===== config.mk =====
export PLATFORM = sky130hd
export DESIGN_NAME = nego_host
export DESIGN_NICKNAME = d
export VERILOG_FILES = /design/src/rtl/nego_pkg.sv /design/src/rtl/nego_sync.sv /design/src/rtl/nego_fsm.sv /design/src/rtl/nego_host.sv
export SDC_FILE = /design/constraint.sdc
export NUM_CORES = 1
export LEC_CHECK = 0
export ABC_CLOCK_PERIOD_IN_PS = 3100
export BUFFER_PORTS_ARGS = -buffer_cell sky130_fd_sc_hd__buf_2
export CORE_AREA = 2 2 60 90
export DETAILED_ROUTE_END_ITERATION = 8
export DIE_AREA = 0 0 62 92
export PLACE_DENSITY_LB_ADDON = 0.25
export REMOVE_ABC_BUFFERS = 1
export SYNTH_ARGS = -nofsm -noshare
export SYNTH_HDL_FRONTEND = slang
export SYNTH_SLANG_ARGS = --single-unit
export TNS_END_PERCENT = 50

===== constraint.sdc =====
create_clock -name clk -period 3.1 [get_ports clk]
set_input_delay 0.31 -clock clk [delete_from_list [all_inputs] [get_ports clk]]
set_output_delay 0.31 -clock clk [all_outputs]
set_load 0.01 [all_outputs]

===== src/rtl/nego_pkg.sv =====
package nego_pkg;

    typedef enum logic [2:0] {
        ST_IDLE,
        ST_DRIVE,
        ST_REQ,
        ST_STRB,
        ST_CONF
    } nego_st_e;

    localparam logic [7:0] XB_NIBBLE    = 8'h00;
    localparam logic [7:0] XB_BYTE      = 8'h01;
    localparam logic [7:0] XB_FAST_FWD  = 8'h10;
    localparam logic [7:0] XB_ADDR_DATA = 8'h40;

    function automatic logic xb_legal(input logic [7:0] code);
        return (code == XB_NIBBLE) || (code == XB_BYTE) ||
               (code == XB_FAST_FWD) || (code == XB_ADDR_DATA);
    endfunction

endpackage


===== src/rtl/nego_sync.sv =====
module nego_sync #(
    parameter int W      = 4,
    parameter int STAGES = 2
) (
    input  logic         clk,
    input  logic         rst_n,
    input  logic [W-1:0] d_i,
    output logic [W-1:0] q_o
);

    for (genvar g = 0; g < STAGES; g++) begin : g_stg
        logic [W-1:0] r;
        if (g == 0) begin : g_first
            always_ff @(posedge clk or negedge rst_n) begin
                if (!rst_n) r <= '0;
                else        r <= d_i;
            end
        end else begin : g_next
            always_ff @(posedge clk or negedge rst_n) begin
                if (!rst_n) r <= '0;
                else        r <= g_stg[g-1].r;
            end
        end
    end

    assign q_o = g_stg[STAGES-1].r;

endmodule


===== src/rtl/nego_fsm.sv =====
module nego_fsm
    import nego_pkg::*;
#(
    parameter int TIMEOUT_CYC = 64,
    parameter int STRB_CYC    = 4
) (
    input  logic       clk,
    input  logic       rst_n,
    input  logic       start_i,
    input  logic [7:0] mode_i,
    input  logic       ack_n_s,
    input  logic       paper_s,
    input  logic       fault_n_s,
    input  logic       online_s,
    output logic [7:0] pd_o,
    output logic       pd_oe_o,
    output logic       sel_n_o,
    output logic       feed_n_o,
    output logic       strb_n_o,
    output logic       done_o,
    output logic       is1284_o,
    output logic       accepted_o,
    output logic       rev_avail_o,
    output logic       bad_mode_o
);

    localparam int MAXC  = (TIMEOUT_CYC > STRB_CYC) ? TIMEOUT_CYC : STRB_CYC;
    localparam int CNT_W = $clog2(MAXC + 1);
    localparam logic [CNT_W-1:0] TO_LOAD = CNT_W'(TIMEOUT_CYC - 1);
    localparam logic [CNT_W-1:0] SB_LOAD = CNT_W'(STRB_CYC - 1);

    typedef struct packed {
        nego_st_e         st;
        logic [CNT_W-1:0] cnt;
        logic [7:0]       pd;
        logic             oe;
        logic             sel;
        logic             feed;
        logic             strb;
        logic             done;
        logic             is1284;
        logic             acc;
        logic             rev;
        logic             bad;
    } nego_regs_t;

    localparam nego_regs_t RESET_VAL = '{
        st: ST_IDLE, cnt: '0, pd: '0, oe: 1'b0, sel: 1'b0, feed: 1'b1,
        strb: 1'b1, done: 1'b0, is1284: 1'b0, acc: 1'b0, rev: 1'b0, bad: 1'b0
    };

    nego_regs_t q, d;

    logic resp_ok;
    assign resp_ok = !ack_n_s && paper_s && fault_n_s && online_s;

    always_comb begin
        d      = q;
        d.done = 1'b0;
        case (q.st)
            ST_IDLE: begin
                if (start_i) begin
                    d.is1284 = 1'b0;
                    d.acc    = 1'b0;
                    d.rev    = 1'b0;
                    if (xb_legal(mode_i)) begin
                        d.st  = ST_DRIVE;
                        d.pd  = mode_i;
                        d.oe  = 1'b1;
                        d.sel = 1'b0;
                        d.bad = 1'b0;
                    end else begin
                        d.done = 1'b1;
                        d.bad  = 1'b1;
                    end
                end
            end
            ST_DRIVE: begin
                d.st   = ST_REQ;
                d.sel  = 1'b1;
                d.feed = 1'b0;
                d.cnt  = TO_LOAD;
            end
            ST_REQ: begin
                if (resp_ok) begin
                    d.st   = ST_STRB;
                    d.strb = 1'b0;
                    d.cnt  = SB_LOAD;
                end else if (q.cnt == '0) begin
                    d.st   = ST_IDLE;
                    d.done = 1'b1;
                    d.sel  = 1'b0;
                    d.feed = 1'b1;
                    d.oe   = 1'b0;
                end else begin
                    d.cnt = q.cnt - 1'b1;
                end
            end
            ST_STRB: begin
                if (q.cnt == '0) begin
                    d.st   = ST_CONF;
                    d.strb = 1'b1;
                    d.feed = 1'b1;
                    d.cnt  = TO_LOAD;
                end else begin
                    d.cnt = q.cnt - 1'b1;
                end
            end
            ST_CONF: begin
                if (ack_n_s) begin
                    d.st     = ST_IDLE;
                    d.done   = 1'b1;
                    d.is1284 = 1'b1;
                    d.acc    = online_s;
                    d.rev    = !fault_n_s;
                    d.sel    = online_s;
                    d.oe     = 1'b0;
                end else if (q.cnt == '0) begin
                    d.st   = ST_IDLE;
                    d.done = 1'b1;
                    d.sel  = 1'b0;
                    d.oe   = 1'b0;
                end else begin
                    d.cnt = q.cnt - 1'b1;
                end
            end
            default: d = RESET_VAL;
        endcase
    end

    always_ff @(posedge clk or negedge rst_n) begin
        if (!rst_n) q <= RESET_VAL;
        else        q <= d;
    end

    assign pd_o        = q.pd;
    assign pd_oe_o     = q.oe;
    assign sel_n_o     = q.sel;
    assign feed_n_o    = q.feed;
    assign strb_n_o    = q.strb;
    assign done_o      = q.done;
    assign is1284_o    = q.is1284;
    assign accepted_o  = q.acc;
    assign rev_avail_o = q.rev;
    assign bad_mode_o  = q.bad;

    // Strobe-width watcher, used only by the assertions below.
    logic [CNT_W-1:0] low_cnt_q;
    always_ff @(posedge clk or negedge rst_n) begin
        if (!rst_n)       low_cnt_q <= '0;
        else if (!q.strb) low_cnt_q <= (low_cnt_q == {CNT_W{1'b1}}) ? low_cnt_q : low_cnt_q + 1'b1;
        else              low_cnt_q <= '0;
    end

    a_r4_strobe_framing: assert property (@(posedge clk) disable iff (!rst_n)
        !strb_n_o |-> (sel_n_o && !feed_n_o && pd_oe_o));

    a_r4_byte_stable: assert property (@(posedge clk) disable iff (!rst_n)
        (!strb_n_o && $past(!strb_n_o)) |-> $stable(pd_o));

    a_r5_strobe_width: assert property (@(posedge clk) disable iff (!rst_n)
        $rose(strb_n_o) |-> (low_cnt_q == CNT_W'(STRB_CYC)));

    a_r5_feed_with_strobe: assert property (@(posedge clk) disable iff (!rst_n)
        $rose(strb_n_o) |-> feed_n_o);

    a_r6_accept_needs_1284: assert property (@(posedge clk) disable iff (!rst_n)
        accepted_o |-> is1284_o);

    a_r2_bad_clean: assert property (@(posedge clk) disable iff (!rst_n)
        bad_mode_o |-> (!is1284_o && !accepted_o && !rev_avail_o));

    a_r7_release: assert property (@(posedge clk) disable iff (!rst_n)
        (done_o && !is1284_o && !bad_mode_o) |-> (!sel_n_o && feed_n_o && !pd_oe_o));

endmodule


===== src/rtl/nego_host.sv =====
module nego_host #(
    parameter int TIMEOUT_CYC = 64,
    parameter int STRB_CYC    = 4,
    parameter int SYNC_STAGES = 2
) (
    input  logic       clk,
    input  logic       rst_n,
    input  logic       start_i,
    input  logic [7:0] mode_i,
    input  logic       ack_n_i,
    input  logic       paper_i,
    input  logic       fault_n_i,
    input  logic       online_i,
    output logic [7:0] pd_o,
    output logic       pd_oe_o,
    output logic       sel_n_o,
    output logic       feed_n_o,
    output logic       strb_n_o,
    output logic       done_o,
    output logic       is1284_o,
    output logic       accepted_o,
    output logic       rev_avail_o,
    output logic       bad_mode_o
);

    localparam int NSTAT = 4;

    logic [NSTAT-1:0] stat_raw, stat_s;
    assign stat_raw = {ack_n_i, paper_i, fault_n_i, online_i};

    nego_sync #(.W(NSTAT), .STAGES(SYNC_STAGES)) u_sync (
        .clk   (clk),
        .rst_n (rst_n),
        .d_i   (stat_raw),
        .q_o   (stat_s)
    );

    nego_fsm #(.TIMEOUT_CYC(TIMEOUT_CYC), .STRB_CYC(STRB_CYC)) u_fsm (
        .clk         (clk),
        .rst_n       (rst_n),
        .start_i     (start_i),
        .mode_i      (mode_i),
        .ack_n_s     (stat_s[3]),
        .paper_s     (stat_s[2]),
        .fault_n_s   (stat_s[1]),
        .online_s    (stat_s[0]),
        .pd_o        (pd_o),
        .pd_oe_o     (pd_oe_o),
        .sel_n_o     (sel_n_o),
        .feed_n_o    (feed_n_o),
        .strb_n_o    (strb_n_o),
        .done_o      (done_o),
        .is1284_o    (is1284_o),
        .accepted_o  (accepted_o),
        .rev_avail_o (rev_avail_o),
        .bad_mode_o  (bad_mode_o)
    );

endmodule


==> results of run 1 <==
-- worst max-delay path, cell delays in order, from the launching register on --
cell	delay, ns
sky130_fd_sc_hd__dfrtp_1	0.42
sky130_fd_sc_hd__inv_1	0.09
sky130_fd_sc_hd__ha_1	0.22
sky130_fd_sc_hd__or4b_1	0.57
sky130_fd_sc_hd__o311a_4	0.38
sky130_fd_sc_hd__nor4_2	0.22
sky130_fd_sc_hd__o221ai_1	0.15
-- power breakdown --
group	internal (mW)	switching, mW	total, mW
Clock	0.161	0.186	0.346
Sequential	0.577	0.143	0.720
Combinational	0.306	0.342	0.648
Total	1.04	0.671	1.72
-- cell usage in the layout (no fill, tap or decap), drive strengths merged, types with 3 or more instances in the layout --
master,n
dfrtp,33
clkbuf,5
o22ai,3
or3b,3
or2,3
nand2,11
nor2,17
buf,36
nor4,3
a21oi,20
nor2b,3
nor3,4
o21ai,9
a211oi,3
o221ai,4
mux2i,5
and2,6
inv,7
nand2b,3
-- Yosys cell counts, types with 2 or more instances --
| library cell | number | area share (%) |
|---|---|---|
| sky130_fd_sc_hd__dfrtp_1 | 33 | 43 |
| sky130_fd_sc_hd__a21oi_1 | 20 | 5.2 |
| sky130_fd_sc_hd__nor2_1 | 17 | 3.3 |
| sky130_fd_sc_hd__nand2_1 | 11 | 2.2 |
| sky130_fd_sc_hd__buf_4 | 8 | 3.1 |
| sky130_fd_sc_hd__o21ai_0 | 8 | 2.1 |
| sky130_fd_sc_hd__clkbuf_1 | 7 | 1.4 |
| sky130_fd_sc_hd__and2_1 | 6 | 2.0 |
| sky130_fd_sc_hd__inv_1 | 6 | 1.2 |
| sky130_fd_sc_hd__mux2i_1 | 5 | 2.6 |
| sky130_fd_sc_hd__o221ai_1 | 4 | 1.8 |
| sky130_fd_sc_hd__buf_1 | 3 | 0.59 |
| sky130_fd_sc_hd__nand2b_1 | 3 | 0.98 |
| sky130_fd_sc_hd__nor2b_1 | 3 | 0.98 |
| sky130_fd_sc_hd__nor3_1 | 3 | 0.78 |
| sky130_fd_sc_hd__o22ai_1 | 3 | 0.98 |
| sky130_fd_sc_hd__or2_2 | 3 | 0.98 |
| sky130_fd_sc_hd__a211oi_1 | 2 | 0.78 |
| sky130_fd_sc_hd__a21o_1 | 2 | 0.78 |
| sky130_fd_sc_hd__a221oi_1 | 2 | 0.91 |
| sky130_fd_sc_hd__dfstp_2 | 2 | 2.7 |
| sky130_fd_sc_hd__ha_1 | 2 | 1.3 |
| sky130_fd_sc_hd__nand3_1 | 2 | 0.52 |
| sky130_fd_sc_hd__nand4b_1 | 2 | 0.91 |
| sky130_fd_sc_hd__nor4_2 | 2 | 1.3 |
| sky130_fd_sc_hd__o21a_1 | 2 | 0.78 |
| sky130_fd_sc_hd__or3_1 | 2 | 0.65 |
| sky130_fd_sc_hd__or3b_1 | 2 | 0.91 |
-- worst max-delay path by stage --
stage	cells after the start	startpoint	slack (ns)	end
after floorplan	8	u_fsm.q[17]	0.92	u_fsm.q[17]
after detailed placement	6	u_fsm.q[17]	0.96	u_fsm.q[20]
after global placement	6	u_fsm.q[17]	1.02	u_fsm.q[20]
after global routing	6	u_fsm.q[18]	0.78	u_fsm.q[20]
after CTS	6	u_fsm.q[17]	0.93	u_fsm.q[20]
final	6	u_fsm.q[17]	0.91	u_fsm.q[20]
-- routing by layer --
layer  vias up  part of all wire, %  global-route usage [%]
li1        758                    -                       -
met1       770                   42                    23.0
met2        40                   53                    28.6
met3         7                  3.6                    2.68
met4         0                  1.8                    6.38
met5         -                    0                       0
-- cell families (layout without fill, tap and decap cells) --
kind of cell / Yosys count / in the layout / share of synthesized area (%)
compound gates: 61 / 61 / 22.4
fa+ha+maj: 3 / 3 / 1.83
mux: 5 / 5 / 2.61
flops: 35 / 35 / 45.8
buf+inv: 25 / 50 / 6.52
simple gates: 66 / 66 / 20.9
-- layout make-up --
cell class                 instances  share of cell area, %
clock buffer                       5                   3.15
clock inverter                     3                   1.09
timing repair buffer              36                   8.81
tap                               68                   3.89
inverter                           6                   1.03
multi-input combinational        135                   41.9
sequential                        35                   40.2
-- registers in the layout, indices dropped and copies added, names as in the netlist, 4 cells and up --
name / count
u_sync.q_o: 4
u_fsm.pd_o: 8
u_sync.g_stg.r: 4
u_fsm.q: 10
==> impl_summary.md, run 1 <==
Layout
The number of antenna diodes is 0. The core utilization of the finished layout is between 40% and 50%. The fraction of final layout cells sized beyond drive strength 1 is 26.4%. The cell area after layout is 2190 um2.

Summing all multi-input logic gate instances after layout gives 916 um2. The area growth from synthesis to layout is 14.0%. The sequential cells in the finished layout cover a total of 878 um2. The fill cell total of the finished layout is 522. The post-route non-filler standard cell count is between 200 and 300. In the final design database the tool counted 236 nets.

Yosys
Counting flops and latches in the post-synthesis netlist gives 35. The synthesized cell area is approximately 1900 um2. The most common flop cell mapped by yosys is sky130_fd_sc_hd__dfrtp_1.

The distinct cell type count of the synthesized netlist is 58. During synthesis, Yosys emitted a total of 0 warnings. A synthesized cell averages 9.84 um2. The instance count of the mapped netlist is around 200. The share of the Yosys chip area taken by registers is 45.8%.

Yosys mapped a number of flops with a built-in enable equal to 0. After synthesis, the share of flip-flops with an asynchronous set or reset is 100%.

Setup path
The critical path is of the reg -> reg type. The maximum fanout count along the critical path is 6. The data required time of the critical path is 3.27 ns. The critical path capture point type is a flip-flop.

For the worst flop-to-flop path, the logic depth is 6. The source of the worst register-to-register timing path is u_fsm.q[17]. In this run the critical register-to-register path is captured at u_fsm.q[20]. The worst register-to-register path has a setup slack of 0.91 ns. The signal arrival time at the worst endpoint is 2.36 ns. The worst setup path is launched from a flip-flop.

Global routing
Entering global routing, the biggest net connects 36 pins. The initial antenna violation count is 0. The global-route wire length before repair is 7.59 mm.

Global routing used 17.6% of the available tracks across all layers. The via count of the first global-routing pass is about 1.5k. For this run the aggregate overflow at the end of global routing stands at 0.

Timing
The headroom to the max-slew limit is 47.3%. Setup repair after global routing left no endpoint under its margin. In the final timing run, aggregate negative setup slack is 0 ns. The count of endpoints failing setup in the final report is 0. The final number of hold-violating endpoints is 0.

Final hold analysis gives a worst-case slack of 0.0917 ns. The final clock period utilization by the worst path is a little over two thirds. The final setup slack of the worst path is 0.909 ns. The minimum period implied by the final worst setup slack is 2.19 ns. Across the routed clock network, the largest skew measured is 0.00875 ns.

For this run, the top clock speed supported by timing is 456 MHz. The slew of the pin with the lowest slew margin is roughly 0.79 ns. The final-report max-slew violation count was 0.

Die
The overall die area is ~5700 um2. The die is 62 um wide. The placeable core region is roughly 5000 um2. The initialized floorplan defines 32 standard-cell rows. The starting density of the core is around two fifths.

The die is a little over 90 um tall. In this run the count of I/O pins placed on the die edge is 32.

CTS
TritonCTS built the clock tree. The number of H-tree branching levels is 2. The total clock buffers created by CTS is 5. The clock edge transition at the registers on the reported setup and hold paths is around 0.080 ns. The number of hold buffers added after CTS was 0. The number of clock sinks is 35.

The clock passes through at most 2 buffers. The clock root buffer master is sky130_fd_sc_hd__clkbuf_8. After clock tree synthesis, the setup repair step added 0 buffers. The clock insertion delay at the later pin of the skew report is 0.30 ns. The number of gates resized after CTS was 0.

Place
The congestion estimate from routability-driven global placement came to ~0.82. The setup slack after placement is 0.959 ns. After detailed placement, the total cell area comes to 2090 um2. The count of buffers added on input and output ports is 31.

The post-DP HPWL is 3.20 mm. In this run, placement finished with an instance count of between 200 and 300.

Detailed routing
The final wirelength is approximately 4.4 mm. Once detail routing completed, the nets flagged for antenna violations numbered 0. The average via count per standard cell is about 5.5.

The routed layout has between 1.5k and 2k vias. The total iterations of the first detailed-routing run is 4. After detailed routing, the number of remaining DRC violations is 0. The count of routing violations after the opening detailed-route iteration is 25. In the final routed layout, each cell accounts on average for around 15 um.

Run status
The flow ran to the end, and the final reports show no timing, DRC or antenna violations.

Pwr
Across the VDD grid, the largest voltage drop is 309 uV. The analysis attributes to cell leakage a power of 0.955 nW. Power spread over the standard cell area amounts to 784 nW/um2. The design draws 1.72 mW.

Hold path
The min-delay analysis places its worst path in the category in -> async.

Flow run
The tool flagged a number of max-cap violations equal to 0.
No activity file was read; power rests on OpenSTA's default activity.
==> run 2, diff against run 1 <==
Settings changed: ABC_AREA set to 1, ABC_CLOCK_PERIOD_IN_PS 3100 to 2100, CORE_AREA 2 2 60 90 to 2 2 57 86, DIE_AREA 0 0 62 92 to 0 0 59 88.
Clock period 3.1 ns to 2.1 ns, I/O delays scaled along.
==> impl_summary.md, run 2 <==
CTS
The clock edge transition at the registers on the reported setup and hold paths came to 0.08 ns (about the same). The number of clock sinks is 35 (unchanged). The buffers inserted during post-CTS setup optimization is 0 (unchanged).

The clock insertion delay at the later pin of the skew report was 0.29 ns (about the same). The total of cells resized after clock tree synthesis is 0 (unchanged). The number of H-tree branching levels is 2 (unchanged).

The maximum clock path buffer count is 2 (unchanged). The clock tree from TritonCTS is yes. The total clock buffers created by CTS is 5 (unchanged).

The number of hold buffers added after cts came to 0 (unchanged). Clock tree synthesis selected as its root buffer the cell sky130_fd_sc_hd__clkbuf_8.

Layout
In the layout the commonest cells are 56 x sky130_fd_sc_hd__nand2_1, 33 x sky130_fd_sc_hd__dfrtp_1, 31 x sky130_fd_sc_hd__inv_1, 31 x sky130_fd_sc_hd__buf_2, 21 x sky130_fd_sc_hd__nor2_1. Leaving out fill and tap cells, the most frequent cell in the layout is sky130_fd_sc_hd__nand2_1. The number of nets in the layout is 261 (+11%). The fraction of final layout cells sized beyond drive strength 1 is 23.7% (-2.7 points). The area added between synthesis and finish was 14.0% (about the same). The number of flip-flops under the largest register name is 10 (unchanged). The number of antenna diodes is 0 (unchanged).

The fill cell total of the finished layout is 457 (-12%). u_fsm.q holds more flip-flops than any other register.

Global routing
The total overflow reported by the global router is 0 (unchanged). The via count of the first global-routing pass was 1,347 (-12%). The overall global routing resource usage is 15.8% (-1.9 points). The initial antenna violation count is 0 (unchanged). The maximum number of pins on one net before global-route repair is 36 (unchanged). The global-route wire length before repair is 6.11 mm (-20%).

Timing
Setup repair after global routing left no endpoint under its margin. The total negative slack is 0 ns (unchanged). The fmax is 542 MHz (+19%).

The final number of hold-violating endpoints is 28 (+28). The worst setup skew after layout was 0.00878 ns (+0.0000315 ns). The slew of the pin with the lowest slew margin was 0.760 ns (-0.0307 ns). The post-route worst hold slack came to -0.0107 ns (-0.102 ns). The headroom to the max-slew limit is 49.3% (+2.0 points). The final clock period utilization by the worst path was 87.8% (+17 points).

The final-report max-slew violation count is 0 (unchanged). The minimum period implied by the final worst setup slack came to 1.84 ns (-0.348 ns). The count of endpoints failing setup in the final report is 0 (unchanged).

Place
The routability-driven placement congestion ratio was 0.819 (-0.40%). The count of input and output buffers is 31 (unchanged). The post-DP HPWL is 2.66 mm (-17%).

Run status
The checks that failed: negative hold slack. The run finished, with violations left.

Yosys
After synthesis, the cell types taking the most area are sky130_fd_sc_hd__dfrtp_1 47%, sky130_fd_sc_hd__nand2_1 12%, sky130_fd_sc_hd__inv_1 6.7%, sky130_fd_sc_hd__nand3_1 5.2%, sky130_fd_sc_hd__nor2_1 4.5%. The most instantiated library cell after synthesis is sky130_fd_sc_hd__nand2_1. The fraction of registers with async set or reset after synthesis came to 100% (unchanged).

Sorting the synthesized cells by how often they occur yields 56 x sky130_fd_sc_hd__nand2_1, 33 x sky130_fd_sc_hd__dfrtp_1, 31 x sky130_fd_sc_hd__inv_1. The instance count of the mapped netlist is 214 (+9.7%). The distinct cell type count of the synthesized netlist was 25 (-57%). The count of flip-flops with a built-in enable after synthesis was 0 (unchanged). The synthesis warning total is 0 (unchanged). The most common flop cell mapped by yosys is sky130_fd_sc_hd__dfrtp_1. The sequential-to-total area share from yosys stat is 50.3% (+4.5 points). The mean instance size in the synthesized netlist is 8.17 um2 (-17%). Summed over all instances, the cell type with the most area after synthesis is sky130_fd_sc_hd__dfrtp_1. The total of flip-flops plus latches after synthesis came to 35 (unchanged). The area fraction of the dominant cell type after synthesis was 47.2% (+4.2 points). The synthesized cell area is 1750 um2 (-8.9%).

Setup path
STA classifies the critical path startpoint as a flip-flop. The maximum fanout count along the critical path is 10 (+4). The data required time of the critical path is 2.26 ns (-1.01 ns). The kind of critical path is reg -> reg. The critical path capture point type is a flip-flop. The signal arrival time at the worst endpoint is 2.01 ns (-0.35 ns).

Die
The vertical die dimension was 88 um (-4.3%). The I/O pin count was 32 (unchanged). The total number of placement rows is 30 (-6.3%). The overall die area is 5190 um2 (-9.0%). The x dimension of the die was 59 um (-4.8%).

The starting density of the core came to 39.5% (+1.1 points). The placeable core region came to 4430 um2 (-11%).

Flow run
The max-cap check violation count is 0 (unchanged).

Detailed routing
The detailed-route wire length per cell is 12.0 um (-21%). The remaining design rule violation count was 0 (unchanged). The average via count per standard cell came to 4.80 (-12%). The total via count in the routed design is 1,406 (-11%).

The count of routing violations after the opening detailed-route iteration came to 30 (+20%). The final wirelength is 3.51 mm (-20%). The number of antenna-violating nets in the routed design was 0 (unchanged). The total iterations of the first detailed-routing run is 4 (unchanged).

Pwr
The maximum vdd ir drop came to 678 uV (+120%). The power density over the cells is 1450 nW/um2 (+84%). The leakage power summed over all cells is 1.11 nW (+17%).

The overall power consumption is 2.88 mW (+68%).

Hold path
In this run the worst hold path is classified as in -> async.
-- run 2: changes by cell type after synthesis, moves of 4 or more --
cell,before,now
sky130_fd_sc_hd__inv_2,0,5
sky130_fd_sc_hd__nor2_1,17,21
sky130_fd_sc_hd__mux2i_1,5,0
sky130_fd_sc_hd__nand3_1,2,18
sky130_fd_sc_hd__nand2_1,11,56
sky130_fd_sc_hd__and2_1,6,0
sky130_fd_sc_hd__inv_1,6,31
sky130_fd_sc_hd__clkbuf_1,7,0
sky130_fd_sc_hd__a21oi_1,20,6
sky130_fd_sc_hd__o221ai_1,4,0
-- run 2: cells by family (layout without fill, tap and decap cells) --
group	count (synthesis)	after routing	share of synthesized area (%)
compound gates	20	20	6.80
xor+xnor	2	2	1.00
fa+ha+maj	2	2	1.43
buf+inv	44	75	11.2
flops	35	35	50.3
simple gates	111	111	29.3
-- run 2: final timing paths --
path | from | to | slack (ns) | depth (start not counted)
hold reg to reg | u_sync.g_stg[0].r[0] | u_sync.q_o[0] | 0.35 | 0
hold / removal | rst_n | u_fsm.done_o | -0.01 | 1
setup / recovery | u_fsm.q[17] | u_fsm.q[17] | 0.26 | 10
min in group clk | paper_i | u_sync.g_stg[0].r[2] | 0.02 | 1
setup reg to reg | u_fsm.q[17] | u_fsm.q[17] | 0.26 | 10
max in group asynchronous | rst_n | u_fsm.q[26] | 1.63 | 1
-- run 2: metrics by stage --
step	cells	utilization, %	cell area [um2]	setup WS (ns)
5_1_grt	293	45.0	1990	0.0537
3_5_place_dp	285	43.0	1900	0.276
2_1_floorplan	206	-	1690	0.447
3_3_place_gp	285	43.0	1900	0.325
6_report	293	45.0	1990	0.257
4_1_cts	293	45.0	1990	0.267
-- run 2: layout make-up --
type | instances | area (um2) | area share (%)
repair buffers | 31 | 155 | 7.79
inverters | 36 | 135 | 6.78
flip-flops and latches | 35 | 878 | 44.1
clock inverters | 3 | 20.0 | 1.01
multi-input cells | 135 | 674 | 33.9
clock buffers | 5 | 68.8 | 3.45
well taps | 48 | 60.1 | 3.02
-- run 2: critical path, stage by stage, from the launching register on --
cell	delay, ns
sky130_fd_sc_hd__dfrtp_1	0.38
sky130_fd_sc_hd__inv_1	0.16
sky130_fd_sc_hd__ha_1	0.23
sky130_fd_sc_hd__inv_1	0.05
sky130_fd_sc_hd__nor2_1	0.10
sky130_fd_sc_hd__nand3_2	0.19
sky130_fd_sc_hd__ha_1	0.35
sky130_fd_sc_hd__nand2_1	0.07
sky130_fd_sc_hd__nand3_1	0.07
sky130_fd_sc_hd__nand2_1	0.05
sky130_fd_sc_hd__o21ai_0	0.07
-- run 2: report_power, final --
part / leakage, nW / internal (mW) / switching, mW
clock network: 0.0402 / 0.231 / 0.253
registers: 0.444 / 0.859 / 0.129
logic: 0.630 / 0.489 / 0.921
-- run 2: layer usage --
layer / part of all wire, % / GRT usage (%) / vias up
met5: 0 / 0 / -
met4: 1.9 / 6.82 / 0
met3: 4.3 / 3.10 / 7
met2: 55 / 28.0 / 33
met1: 39 / 18.0 / 650
li1: - / - / 716
==> run 3, diff against run 2 <==
--- a/config.mk
+++ b/config.mk
@@ -9,7 +9,7 @@
 export ABC_CLOCK_PERIOD_IN_PS = 2100
 export BUFFER_PORTS_ARGS = -buffer_cell sky130_fd_sc_hd__buf_2
-export CORE_AREA = 2 2 57 86
+export CORE_AREA = 2 2 50 75
 export DETAILED_ROUTE_END_ITERATION = 8
-export DIE_AREA = 0 0 59 88
+export DIE_AREA = 0 0 52 77
 export PLACE_DENSITY_LB_ADDON = 0.25
 export REMOVE_ABC_BUFFERS = 1
==> constraint.sdc (replaced) <==
create_clock -name clk -period 2.1 [get_ports clk]
set_input_delay 0.105 -clock clk [delete_from_list [all_inputs] [get_ports clk]]
set_output_delay 0.105 -clock clk [all_outputs]
set_load 0.01 [all_outputs]
==> impl_summary.md, run 3 (synthesized netlist as in run 2, its figures left out) <==
Run status
The run finished with clean final reports.

Pwr
The power density over the cells is 1450 nW/um2 (+0.52%). The leakage power summed over all cells came to 1.15 nW (+3.5%). The maximum vdd ir drop is 1180 uV (+73%).

Detailed routing
The total iterations of the first detailed-routing run is 4 (unchanged). The total via count in the routed design is 1,452 (+3.3%). The average via count per standard cell was 4.97 (+3.6%). The detailed-route wire length per cell is 11.7 um (-2.6%). The final wirelength was 3.41 mm (-3.0%). The number of antenna-violating nets in the routed design is 0 (unchanged).

The remaining design rule violation count is 0 (unchanged). The count of routing violations after the opening detailed-route iteration was 27 (-10%).

Setup path
The critical path buffer and inverter count came to 2 (unchanged). The largest incremental delay on the critical path is 0.38 ns (about the same). The slowest library cell on the worst path is sky130_fd_sc_hd__dfrtp_1. The maximum fanout count along the critical path is 10 (unchanged). The signal arrival time at the worst endpoint came to 1.98 ns (-0.03 ns). The data required time of the critical path came to 2.25 ns (about the same).

The critical path capture point type is a flip-flop. STA classifies the critical path startpoint as a flip-flop. The kind of critical path is reg -> reg. Broken down by cell family, the worst path's largest delay share belongs to adder cells.

Traced cell by cell, the critical path runs through inv_1 > ha_1 > inv_1 > nor2_1 > nand3_2 > ha_1 > nand2_1 > nand3_1 > nand2_1 > o21ai_0.

Timing
The headroom to the max-slew limit was 50.9% (+1.5 points). The minimum period implied by the final worst setup slack is 1.83 ns (-0.0153 ns). The post-route worst hold slack came to 0.0575 ns (+0.0682 ns). The total negative slack is 0 ns (unchanged).

Setup repair after global routing left no endpoint under its margin. The final number of hold-violating endpoints is 0 (-100%). The fmax is 547 MHz (+0.84%). The slew of the pin with the lowest slew margin is 0.737 ns (-0.0230 ns). The worst setup skew after layout is 0.00956 ns (+0.000778 ns). The final clock period utilization by the worst path is 87.1% (-0.73 points).

The count of endpoints failing setup in the final report is 0 (unchanged). The final-report max-slew violation count is 0 (unchanged).

CTS
The number of H-tree branching levels is 2 (unchanged). TritonCTS built the clock tree. The buffers inserted during post-CTS setup optimization is 0 (unchanged). The total clock buffers created by CTS is 5 (unchanged). The total of cells resized after clock tree synthesis is 0 (unchanged). The maximum clock path buffer count is 2 (unchanged). The clock insertion delay at the later pin of the skew report is 0.29 ns (about the same).

The number of clock sinks is 35 (unchanged). The clock edge transition at the registers on the reported setup and hold paths is 0.07 ns (about the same). The number of hold buffers added after cts is 5 (+5).

The cell sitting at the root of the clock tree is a sky130_fd_sc_hd__clkbuf_8.

Place
The routability-driven placement congestion ratio was 0.852 (+4.1%). The count of input and output buffers is 31 (unchanged). The post-DP HPWL came to 2.57 mm (-3.2%).

Layout
Relative to the synthesized area, the layout overhead comes to 17.8%. The register ranked first by flip-flop count is u_fsm.q. The fraction of final layout cells sized beyond drive strength 1 was 23.2% (-0.47 points). The number of nets in the layout is 266 (+1.9%).

The number of flip-flops under the largest register name is 10 (unchanged). The library cells used most frequently in the layout, excluding fill and tap cells, are 56 x sky130_fd_sc_hd__nand2_1, 33 x sky130_fd_sc_hd__dfrtp_1, 31 x sky130_fd_sc_hd__inv_1, 31 x sky130_fd_sc_hd__buf_2, 21 x sky130_fd_sc_hd__nor2_1. The number of antenna diodes came to 0 (unchanged). The commonest non-fill, non-tap cell in the layout is sky130_fd_sc_hd__nand2_1.

Global routing
The overall global routing resource usage is 20.4% (+4.7 points). The via count of the first global-routing pass is 1,479 (+9.8%). The total overflow reported by the global router is 0 (unchanged). The global-route wire length before repair is 6.19 mm (+1.4%). The initial antenna violation count is 0 (unchanged). The maximum number of pins on one net before global-route repair is 36 (unchanged).

Die
The vertical die dimension was 77 um (-13%). The starting density of the core is 52.2% (+13 points). The total number of placement rows came to 26 (-13%).

The I/O pin count is 32 (unchanged). The placeable core region is 3350 um2 (-24%). The x dimension of the die was 52 um (-12%). The overall die area is 4000 um2 (-23%).

Flow run
The max-cap check violation count is 0 (unchanged).

Hold path
The worst hold path belongs to the class in -> reg.
run 3: cell count changes in the layout (fill, tap and decap cells not counted), sizes merged:
cell         before  now
bufinv            0    1
clkinv            1    2
dlygate4sd3       0    5
clkinvlp          2    0
run 3: final timing paths:
path / cells past startpoint / from / endpoint / slack [ns]
worst max-delay path: 10 / u_fsm.q[17] / u_fsm.q[17] / 0.27
worst min-delay path: 3 / mode_i[4] / u_fsm.pd_o[4] / 0.06
worst max register to register: 10 / u_fsm.q[17] / u_fsm.q[17] / 0.27
worst min register to register: 0 / u_sync.g_stg[0].r[0] / u_sync.q_o[0] / 0.35
max in group asynchronous: 2 / rst_n / u_fsm.q[23] / 1.22
min in group asynchronous: 2 / rst_n / u_fsm.q[20] / 0.41
run 3: through the flow:
| step | instances | util, % | instance area (um2) | setup WS [ns] | total power [mW] |
|---|---|---|---|---|---|
| 2_1_floorplan | 206 | - | 1690 | 0.447 | 2.05 |
| 3_3_place_gp | 279 | 56.6 | 1900 | 0.334 | 2.39 |
| 3_5_place_dp | 279 | 56.6 | 1900 | 0.278 | 2.40 |
| 4_1_cts | 292 | 61.4 | 2060 | 0.273 | 3.03 |
| 5_1_grt | 292 | 61.4 | 2060 | 0.0662 | 3.28 |
| 6_report | 292 | 61.4 | 2060 | 0.272 | 2.99 |
run 3: routing by layer:
| metal | part of all wire (%) | global-route usage [%] | wire, um |
|---|---|---|---|
| met1 | 39 | 22.2 | 1320 |
| met2 | 53 | 36.2 | 1810 |
| met3 | 4.1 | 4.09 | 140 |
| met4 | 4.2 | 9.74 | 142 |
| met5 | 0 | 0 | 0 |
run 3: tightest hold or removal path, delay by kind of cell:
family / cells / cell delay (ns)
buffers and inverters: 1 / 0.08
and+or+nand+nor: 2 / 0.12
run 3: final cells by class:
class	instances	area (um2)
fill	297	1290
sequential	35	878
multi-input combinational	135	674
timing repair buffer	36	205
inverter	36	135
clock buffer	5	68.8
tap	42	52.6
clock inverter	3	43.8
run 3: report_power, final:
| part | switching [mW] | internal [mW] |
|---|---|---|
| clock network | 0.248 | 0.353 |
| registers | 0.125 | 0.859 |
| logic | 0.915 | 0.493 |
